### config.mk
export PLATFORM = sky130hd
export DESIGN_NAME = rs_data_capture
export DESIGN_NICKNAME = d
export VERILOG_FILES = /design/src/rtl/rs_pkg.sv /design/src/rtl/rs_prio_pick.sv /design/src/rtl/rs_operand.sv /design/src/rtl/rs_entry.sv /design/src/rtl/rs_data_capture.sv
export SDC_FILE = /design/constraint.sdc
export NUM_CORES = 2
export LEC_CHECK = 0
export ABC_AREA = 1
export CAP_MARGIN = 25
export CELL_PAD_IN_SITES_DETAIL_PLACEMENT = 0
export CELL_PAD_IN_SITES_GLOBAL_PLACEMENT = 1
export CORE_MARGIN = 2
export CORE_UTILIZATION = 48
export CTS_CLUSTER_SIZE = 10
export DETAILED_ROUTE_END_ITERATION = 10
export MAX_ROUTING_LAYER = met4
export PLACE_DENSITY_LB_ADDON = 0.25
export SYNTH_ARGS = -nofsm -noshare
export SYNTH_HDL_FRONTEND = slang
export SYNTH_SLANG_ARGS = --single-unit
### constraint.sdc
create_clock -name clk_i -period 6.5 [get_ports clk_i]
set_clock_uncertainty 0.15 [all_clocks]
set_input_delay 1.3 -clock clk_i [delete_from_list [all_inputs] [get_ports clk_i]]
set_output_delay 1.3 -clock clk_i [all_outputs]
set_load 0.05 [all_outputs]
### src/rtl/rs_pkg.sv
package rs_pkg;
  localparam int unsigned RS_ENTRIES = 8;
  localparam int unsigned RS_TAG_W   = 6;
  localparam int unsigned RS_DATA_W  = 32;
  localparam int unsigned RS_OP_W    = 5;
endpackage

### src/rtl/rs_prio_pick.sv
module rs_prio_pick #(
  parameter int unsigned N = 8
) (
  input  logic [N-1:0] req_i,
  output logic [N-1:0] gnt_o,
  output logic         any_o
);
  logic [N:0] seen;
  assign seen[0] = 1'b0;
  for (genvar i = 0; i < N; i++) begin : g_chain
    assign seen[i+1]  = seen[i] | req_i[i];
    assign gnt_o[i]   = req_i[i] & ~seen[i];
  end
  assign any_o = seen[N];
endmodule

### src/rtl/rs_operand.sv
module rs_operand #(
  parameter int unsigned TAG_W  = 6,
  parameter int unsigned DATA_W = 32
) (
  input  logic              clk_i,
  input  logic              rst_ni,
  input  logic              load_i,
  input  logic [TAG_W-1:0]  load_tag_i,
  input  logic              load_rdy_i,
  input  logic [DATA_W-1:0] load_val_i,
  input  logic              live_i,
  input  logic              bc_valid_i,
  input  logic [TAG_W-1:0]  bc_tag_i,
  input  logic [DATA_W-1:0] bc_data_i,
  output logic              rdy_o,
  output logic [DATA_W-1:0] val_o
);
  logic [TAG_W-1:0]  tag_q;
  logic              rdy_q;
  logic [DATA_W-1:0] val_q;
  logic              hit_load, hit_wake;

  // bypass for a broadcast that lands in the dispatch cycle
  assign hit_load = bc_valid_i & ~load_rdy_i & (bc_tag_i == load_tag_i);
  assign hit_wake = live_i & ~rdy_q & bc_valid_i & (bc_tag_i == tag_q);

  always_ff @(posedge clk_i or negedge rst_ni) begin
    if (!rst_ni) begin
      tag_q <= '0;
      rdy_q <= 1'b0;
      val_q <= '0;
    end else if (load_i) begin
      tag_q <= load_tag_i;
      rdy_q <= load_rdy_i | hit_load;
      val_q <= hit_load ? bc_data_i : load_val_i;
    end else if (hit_wake) begin
      rdy_q <= 1'b1;
      val_q <= bc_data_i;
    end
  end

  assign rdy_o = rdy_q;
  assign val_o = val_q;


  ready_value_hold_chk: assert property (@(posedge clk_i) disable iff (!rst_ni)
    (rdy_q && !load_i) |=> (rdy_q && $stable(val_q)));


  dispatch_bypass_chk: assert property (@(posedge clk_i) disable iff (!rst_ni)
    (load_i && !load_rdy_i && bc_valid_i && bc_tag_i == load_tag_i)
      |=> (rdy_q && val_q == $past(bc_data_i)));


  idle_bus_chk: assert property (@(posedge clk_i) disable iff (!rst_ni)
    (!load_i && !bc_valid_i) |=> ($stable(rdy_q) && $stable(val_q)));
endmodule

### src/rtl/rs_entry.sv
module rs_entry #(
  parameter int unsigned TAG_W  = 6,
  parameter int unsigned DATA_W = 32,
  parameter int unsigned OP_W   = 5
) (
  input  logic              clk_i,
  input  logic              rst_ni,
  input  logic              wr_i,
  input  logic [OP_W-1:0]   wr_op_i,
  input  logic [TAG_W-1:0]  wr_dst_i,
  input  logic [TAG_W-1:0]  wr_src_l_i,
  input  logic              wr_rdy_l_i,
  input  logic [DATA_W-1:0] wr_val_l_i,
  input  logic [TAG_W-1:0]  wr_src_r_i,
  input  logic              wr_rdy_r_i,
  input  logic [DATA_W-1:0] wr_val_r_i,
  input  logic              bc_valid_i,
  input  logic [TAG_W-1:0]  bc_tag_i,
  input  logic [DATA_W-1:0] bc_data_i,
  input  logic              gnt_i,
  output logic              busy_o,
  output logic              bid_o,
  output logic [OP_W-1:0]   op_o,
  output logic [TAG_W-1:0]  dst_o,
  output logic [DATA_W-1:0] val_l_o,
  output logic [DATA_W-1:0] val_r_o
);
  logic            busy_q;
  logic [OP_W-1:0] op_q;
  logic [TAG_W-1:0] dst_q;
  logic            rdy_l, rdy_r;

  always_ff @(posedge clk_i or negedge rst_ni) begin
    if (!rst_ni) begin
      busy_q <= 1'b0;
      op_q   <= '0;
      dst_q  <= '0;
    end else if (wr_i) begin
      busy_q <= 1'b1;
      op_q   <= wr_op_i;
      dst_q  <= wr_dst_i;
    end else if (gnt_i) begin
      busy_q <= 1'b0;
    end
  end

  rs_operand #(.TAG_W(TAG_W), .DATA_W(DATA_W)) u_opnd_l (
    .clk_i, .rst_ni,
    .load_i(wr_i), .load_tag_i(wr_src_l_i), .load_rdy_i(wr_rdy_l_i), .load_val_i(wr_val_l_i),
    .live_i(busy_q), .bc_valid_i, .bc_tag_i, .bc_data_i,
    .rdy_o(rdy_l), .val_o(val_l_o)
  );

  rs_operand #(.TAG_W(TAG_W), .DATA_W(DATA_W)) u_opnd_r (
    .clk_i, .rst_ni,
    .load_i(wr_i), .load_tag_i(wr_src_r_i), .load_rdy_i(wr_rdy_r_i), .load_val_i(wr_val_r_i),
    .live_i(busy_q), .bc_valid_i, .bc_tag_i, .bc_data_i,
    .rdy_o(rdy_r), .val_o(val_r_o)
  );

  assign busy_o = busy_q;
  assign bid_o  = busy_q & rdy_l & rdy_r;
  assign op_o   = op_q;
  assign dst_o  = dst_q;


  grant_needs_bid_chk: assert property (@(posedge clk_i) disable iff (!rst_ni)
    gnt_i |-> (busy_q && rdy_l && rdy_r));


  free_after_issue_chk: assert property (@(posedge clk_i) disable iff (!rst_ni)
    gnt_i |=> !busy_q);


  no_overwrite_chk: assert property (@(posedge clk_i) disable iff (!rst_ni)
    wr_i |-> !busy_q);
endmodule

### src/rtl/rs_data_capture.sv
module rs_data_capture
  import rs_pkg::*;
#(
  parameter int unsigned NUM_ENT = RS_ENTRIES,
  parameter int unsigned TAG_W   = RS_TAG_W,
  parameter int unsigned DATA_W  = RS_DATA_W,
  parameter int unsigned OP_W    = RS_OP_W
) (
  input  logic              clk_i,
  input  logic              rst_ni,
  input  logic              disp_valid_i,
  input  logic [OP_W-1:0]   disp_op_i,
  input  logic [TAG_W-1:0]  disp_dst_i,
  input  logic [TAG_W-1:0]  disp_src_l_i,
  input  logic              disp_rdy_l_i,
  input  logic [DATA_W-1:0] disp_val_l_i,
  input  logic [TAG_W-1:0]  disp_src_r_i,
  input  logic              disp_rdy_r_i,
  input  logic [DATA_W-1:0] disp_val_r_i,
  output logic              full_o,
  input  logic              bc_valid_i,
  input  logic [TAG_W-1:0]  bc_tag_i,
  input  logic [DATA_W-1:0] bc_data_i,
  output logic              iss_valid_o,
  output logic [OP_W-1:0]   iss_op_o,
  output logic [TAG_W-1:0]  iss_dst_o,
  output logic [DATA_W-1:0] iss_val_l_o,
  output logic [DATA_W-1:0] iss_val_r_o
);
  logic [NUM_ENT-1:0] busy, bid, gnt, alloc_oh, wr;
  logic               any_free;
  logic [OP_W-1:0]    ent_op  [NUM_ENT];
  logic [TAG_W-1:0]   ent_dst [NUM_ENT];
  logic [DATA_W-1:0]  ent_vl  [NUM_ENT];
  logic [DATA_W-1:0]  ent_vr  [NUM_ENT];

  rs_prio_pick #(.N(NUM_ENT)) u_free_pick (
    .req_i(~busy), .gnt_o(alloc_oh), .any_o(any_free)
  );

  rs_prio_pick #(.N(NUM_ENT)) u_iss_pick (
    .req_i(bid), .gnt_o(gnt), .any_o(iss_valid_o)
  );

  assign full_o = ~any_free;
  assign wr     = {NUM_ENT{disp_valid_i}} & alloc_oh;

  for (genvar i = 0; i < NUM_ENT; i++) begin : g_ent
    rs_entry #(.TAG_W(TAG_W), .DATA_W(DATA_W), .OP_W(OP_W)) u_ent (
      .clk_i, .rst_ni,
      .wr_i(wr[i]), .wr_op_i(disp_op_i), .wr_dst_i(disp_dst_i),
      .wr_src_l_i(disp_src_l_i), .wr_rdy_l_i(disp_rdy_l_i), .wr_val_l_i(disp_val_l_i),
      .wr_src_r_i(disp_src_r_i), .wr_rdy_r_i(disp_rdy_r_i), .wr_val_r_i(disp_val_r_i),
      .bc_valid_i, .bc_tag_i, .bc_data_i,
      .gnt_i(gnt[i]),
      .busy_o(busy[i]), .bid_o(bid[i]),
      .op_o(ent_op[i]), .dst_o(ent_dst[i]), .val_l_o(ent_vl[i]), .val_r_o(ent_vr[i])
    );
  end

  // one-hot AND-OR payload mux
  always_comb begin
    iss_op_o    = '0;
    iss_dst_o   = '0;
    iss_val_l_o = '0;
    iss_val_r_o = '0;
    for (int i = 0; i < NUM_ENT; i++) begin
      iss_op_o    |= {OP_W{gnt[i]}}   & ent_op[i];
      iss_dst_o   |= {TAG_W{gnt[i]}}  & ent_dst[i];
      iss_val_l_o |= {DATA_W{gnt[i]}} & ent_vl[i];
      iss_val_r_o |= {DATA_W{gnt[i]}} & ent_vr[i];
    end
  end


  single_grant_chk: assert property (@(posedge clk_i) disable iff (!rst_ni)
    $onehot0(gnt));


  full_holds_chk: assert property (@(posedge clk_i) disable iff (!rst_ni)
    (full_o && !iss_valid_o) |=> full_o);


  issue_when_bid_chk: assert property (@(posedge clk_i) disable iff (!rst_ni)
    (bid != '0) |-> (iss_valid_o && $countones(gnt) == 1));
endmodule

After elaboration in Yosys (flattened, before gate mapping)
Cells that the tools add are included.

word-level totals
  bits in writable memories = 0
  logic and storage cells = 389
  output and inout port bits = 77
  memory bits (read-only) = 0
  register bits = 720
  memories = 0
  input bits = 131
  bits in latches = 0

cells by class
  bitwise logic cells = 193
  shift operators = 0
  multipliers = 0
  eq/ne operators = 18
  $lt $le $gt $ge = 0
  muxes and demuxes = 82
  reductions and logical operators = 24
  divide/modulo/power cells = 0
  add/sub/neg operators = 0

operator list
  operator             count
  32-bit two-way mux   34
  32-bit bitwise AND   16
  32-bit OR            14
  6-bit equality test  18
  1-bit bitwise AND    82
  6-bit bitwise AND    8
  1-bit two-way mux    48
  2-bit nonzero test   24
  6-bit OR             7
  5-bit bitwise AND    8
  5-bit OR             7
  1-bit inverter       33
  1-bit OR             16
  8-bit bitwise AND    1
  8-bit inverter       1

Longest topological paths before layout
  depth in word-level cells = 12
  depth in mapped cells = 15
  gate-level depth less buffers = 12

By module
From an unflattened synthesis, not the netlist that was laid out.

second synthesis, totals
  cells, all modules = 7353
  area total of the unflattened synthesis = 48089.9 um^2

by module, submodules not included
  module           cells an instance  times used  area an instance (um^2)  sequential area each (um^2)
  rs_operand       354                16          2464.9                   975.9
  rs_data_capture  1215               1           4673.2                   0.0
  rs_entry         54                 8           469.2                    300.3
  rs_prio_pick     21                 2           112.6                    0.0

Worst setup path after synthesis
No wires, ideal clock.

  path kind = reg-to-output
  start point = reg g_ent[0].u_ent.busy_q
  end point = out iss_val_l_o[21]
  required time = 5.050 ns
  setup slack = 3.118 ns
  cell stages (with the launch flop) = 10
  path buffers = 2
  arrival = 1.932 ns
  path through = dfrtp_1 nand3_1 nand2_1 nor2_2 nand4_1 nor2_2 buf_4 buf_2 nand3_1 nand3_1

between the ends
  longest elaborated chain between the ends = 12
  elaborated cells between the ends (all ways) = 37
  classes of those cells = bitwise: 37

RTL lines
  element                                                 RTL line                                source
  start, declared                                         rs_entry.sv:28                          logic busy_q;
  start signal, assigned                                  rs_entry.sv:35                          busy_q <= 1'b0;
  start signal, assigned                                  rs_entry.sv:39                          busy_q <= 1'b1;
  start signal, assigned                                  rs_entry.sv:43                          busy_q <= 1'b0;
  1-bit bitwise AND (*) (2 in a row)                      rs_entry.sv:62                          assign bid_o = busy_q & rdy_l & rdy_r;
  1-bit inverter / 1-bit OR (equally long branches)       rs_prio_pick.sv:12, rs_prio_pick.sv:11
  1-bit bitwise AND, or another cell as far along         rs_prio_pick.sv:12                      assign gnt_o[i] = req_i[i] & ~seen[i];
  32-bit bitwise AND, or another cell as far along        rs_data_capture.sv:70                   iss_val_l_o |= {DATA_W{gnt[i]}} & ent_vl[i];
  32-bit OR, or another cell as far along (5 in a row)    rs_data_capture.sv:70
  32-bit OR / 32-bit bitwise AND (equally long branches)  rs_data_capture.sv:70
  32-bit OR (*)                                           rs_data_capture.sv:70
  end, declared                                           rs_data_capture.sv:27                   output logic [DATA_W-1:0] iss_val_l_o,

Every way passes the cells marked *; elsewhere a longest branch is shown, timed or not.

Worst setup path in the final report
  start point = reg g_ent[4].u_ent.busy_q
  end point = out iss_val_r_o[25]

between the ends
  longest elaborated chain between the ends = 9
  elaborated cells between the ends (all ways) = 20
  classes of those cells = bitwise: 20

RTL lines
  element                                                 RTL line                                source
  start, declared                                         rs_entry.sv:28
  start signal, assigned                                  rs_entry.sv:35
  start signal, assigned                                  rs_entry.sv:39
  start signal, assigned                                  rs_entry.sv:43
  1-bit bitwise AND (*) (2 in a row)                      rs_entry.sv:62
  1-bit OR                                                rs_prio_pick.sv:11                      assign seen[i+1] = seen[i] | req_i[i];
  1-bit inverter / 1-bit OR (equally long branches)       rs_prio_pick.sv:12, rs_prio_pick.sv:11
  1-bit bitwise AND, or another cell as far along         rs_prio_pick.sv:12
  32-bit bitwise AND, or another cell as far along        rs_data_capture.sv:71                   iss_val_r_o |= {DATA_W{gnt[i]}} & ent_vr[i];
  32-bit OR, or another cell as far along                 rs_data_capture.sv:71
  32-bit OR / 32-bit bitwise AND (equally long branches)  rs_data_capture.sv:71
  32-bit OR (*)                                           rs_data_capture.sv:71
  end, declared                                           rs_data_capture.sv:28                   output logic [DATA_W-1:0] iss_val_r_o

Marks and branches as above.

==> results.tsv <==
stage	metric	value	unit
clock_tree	Clock Latency Late Sink	0.68	ns
pwr	Leak	24.9	nW
setup_path	R2R depth	7	
place	dpl hpwl	116000	um
synthesis	dominant cell type by area after synthesis	dfrtp_1	
global_route	largest net degree at the start of global routing	160	
synthesis	Yosys top cell area share	41.0	%
worst_hold_path	min-delay src	g_ent[5].u_ent.dst_o[4]	
synthesis	sequential share of the synthesized area	41.0	%
sta	Final min period	6.02	ns
floorplanning	io pins	208	
synthesis	largest family of logic cells by synthesized area	simple AND/OR/NAND/NOR gates	
synthesis	Synth Area in Adders	0	%
finish	Area growth syn-to-layout	12.8	%
setup_path	CP startpoint	g_ent[4].u_ent.busy_o	
pwr	pwr/cell area	461	nW/um^2
finish	final std cells w/o fill	7532	
global_route	initial antenna violation count	4	
finish	Final #Nets	6419	
clock_tree	CTS Buf Count	88	
drt	total wire length	201000	um
setup_path	Startpoint Class	register	
synthesis	Syn Inst Count	6321	
global_route	vias in the first global route	44950	
sta	Final setup viols	0	
sta	setup_tns	0	ns
floorplanning	row cnt	111	
place	RePlAce Congestion	0.943	
floorplanning	Initial Util	48.2	%
synthesis	Post-Syn Nets	6452	
clock_tree	clock sink count	720	
clock_tree	post_cts resized	0	
setup_path	worst r2r src	g_ent[4].u_ent.busy_o	
synthesis	YS warnings	0	
synthesis	Mapped Area	44000	sq um
synthesis	Synth cell types	36	
worst_hold_path	worst min path class	reg -> reg	
floorplanning	CORE AREA	91200	sq um
synthesis	FF+latch count, synth	720	
pwr	total power	22.9	mW
drt	DR WL/cell	26.7	um
setup_path	terminus of the critical flop-to-flop path	g_ent[6].u_ent.busy_o	
clock_tree	Hold Buf Count CTS	0	
clock_tree	CTS tree	built	
clock_tree	Root Buffer	clkbuf_16	
sta	Slew Limit Fails	0	
finish	Fill cells	8956	
finish	final instance area	49600	sq um
floorplanning	Die ar.	94100	sq um
synthesis	mux contribution to synthesized area	0	%
drt	Via Count	46972	
sta	RSZ-0062 raised after global routing	false	
finish	fraction of layout cells with a size suffix above 1	6.25	%
drt	Routed Antenna Nets	0	
drt	Vias/cell	6.24	
sta	Peak Freq	166	MHz
sta	normalized max-slew margin	21.2	%
setup_path	CP Max Fanout	34	
synthesis	top post-synthesis cells by area	dfrtp_1 41%, nand3_1 21%, nand2_1 12%	
drt	initial drt markers	6831	
flow_run	Max-Cap Viols	0	
setup_path	Critical Path End Type	primary output	
sta	Worst Tran Pin Value	1.18	ns
finish	most common cell after layout, fill and taps aside	nand3_1	
clock_tree	Setup Fix Bufs, Post-CTS	0	
setup_path	required time worst endpoint	5.05	ns
sta	Final Cycle Share	92.6	%
finish	commonest non-fill, non-tap cells in the layout	1,849 x nand3_1, 1,440 x nand2_1, 720 x dfrtp_1	
floorplanning	Die Y	307	um
synthesis	number of flops mapped to enable cells by yosys	0	
setup_path	r2r setup slk	3.34	ns
global_route	first-pass GRT wire length	296000	um
synthesis	Syn Area/Cell	6.96	sq um
worst_hold_path	Hold Path Stages	2	
drt	1st-pass router iterations	9	
floorplanning	Die X	307	um
setup_path	Arr. time, crit path	4.57	ns
pwr	peak supply drop	0.500	mV
outcome	status	finished, final reports clean	
sta	Setup WS post-layout	0.483	ns
clock_tree	Clk pin slew, worst setup/hold paths	0.06	ns
place	dpl ws	1.30	ns
place	number of port buffers	207	
setup_path	Setup CP Type	reg -> out	
synthesis	ys async rst share	100	%
clock_tree	CTS H-tree lvls	3	
setup_path	CP Capture Point	iss_val_r_o[25]	
drt	drt drc	0	
sta	Hold Vio Cnt, Final	0	
synthesis	Top FF cell, synth	dfrtp_1	
synthesis	xor and xnor fraction of the mapped netlist area	1.33	%
place	dpl cell area	46900	sq um
global_route	grt ovf	0	
place	# placed instances	7382	
sta	Min Hold Slack	0.332	ns
clock_tree	clock buffer depth	3	
finish	Final Util	54.4	%
synthesis	simple-gate share of the synthesized area	44.1	%
synthesis	Synth Area in Compound Gates	2.49	%
global_route	GRT Overall Usage	43.6	%
[routing by layer]
metal,GRT usage (%),share of wire [%],routed length [um]
met5,-,0,0
met4,27.9,7.6,15300
met3,10.4,12,25100
met2,63.9,43,86500
met1,54.1,37,74000
[critical path: stages (launching register included)]
cell and delay, ns:
dfrtp_1 0.41, nand3_1 0.17, clkinv_2 0.57, nor2_4 1.14, buf_12 0.33, nand4_1 0.12
nand3_1 0.18, clkdlybuf4s50_1 0.91
[kinds of logic after synthesis]
logic type,Yosys count
AO/OA/AOI/OAI,218
XOR/XNOR,67
buffers and inverters,1192
flip-flops,720
AND/OR/NAND/NOR,4124
[registers in the layout, summed over array words and instances, names as in the netlist]
signal                      cells
g_ent.u_ent.u_opnd_l.tag_q     48
g_ent.u_ent.u_opnd_r.tag_q     48
g_ent.u_ent.busy_o              8
g_ent.u_ent.u_opnd_l.rdy_o      8
g_ent.u_ent.op_o               40
g_ent.u_ent.u_opnd_l.val_o    256
g_ent.u_ent.dst_o              48
g_ent.u_ent.u_opnd_r.rdy_o      8
g_ent.u_ent.u_opnd_r.val_o    256
[Yosys cell counts (4+ instances only)]
master    count
o21ai_1      19
nand3b_1      4
clkbuf_1    213
nand3_1    1856
nand2_8      20
xor2_1       28
buf_1        51
clkinv_1     29
xnor2_1      39
or2_2         8
inv_1       697
nor3_2        7
inv_2        11
nand3_4      31
nor3_1        5
nand4_1     225
a21oi_1       6
dfrtp_1     720
buf_4        21
nor2_1      471
nand2_2      25
nor2_2       10
o21ai_0     192
buf_2       152
buf_6        15
nand2_4       6
nand2_1    1447
[power breakdown]
part / switching (mW) / internal, mW / total [mW] / leakage, nW
Clock: 2.05 / 2.72 / 4.77 / 1.30
Combinational: 7.92 / 3.06 / 11.0 / 14.3
Sequential: 0.955 / 6.19 / 7.14 / 9.31
[cell type report]
class	count	area [sq um]	share of cell area, %
repair buffers	331	3270	6.60
clock buffers	134	2550	5.13
clock inverters	9	119	0.240
multi-input cells	4409	21400	43.1
well taps	1186	1480	2.99
flip-flops and latches	720	18000	36.3
inverters	738	2780	5.61
diodes	5	12.5	0.0252
[worst min path at each step]
| stage | to | slack [ns] |
|---|---|---|
| 4_1_cts | g_ent[5].u_ent.dst_o[4] | 0.34 |
| 6_report | g_ent[5].u_ent.dst_o[4] | 0.33 |
| 3_3_place_gp | g_ent[5].u_ent.dst_o[4] | 0.32 |
| 5_1_grt | g_ent[7].u_ent.op_o[3] | 0.35 |
| 2_1_floorplan | g_ent[5].u_ent.dst_o[0] | 0.30 |
| 3_5_place_dp | g_ent[5].u_ent.dst_o[4] | 0.32 |
Note: power is estimated with default switching activity, not from simulation.
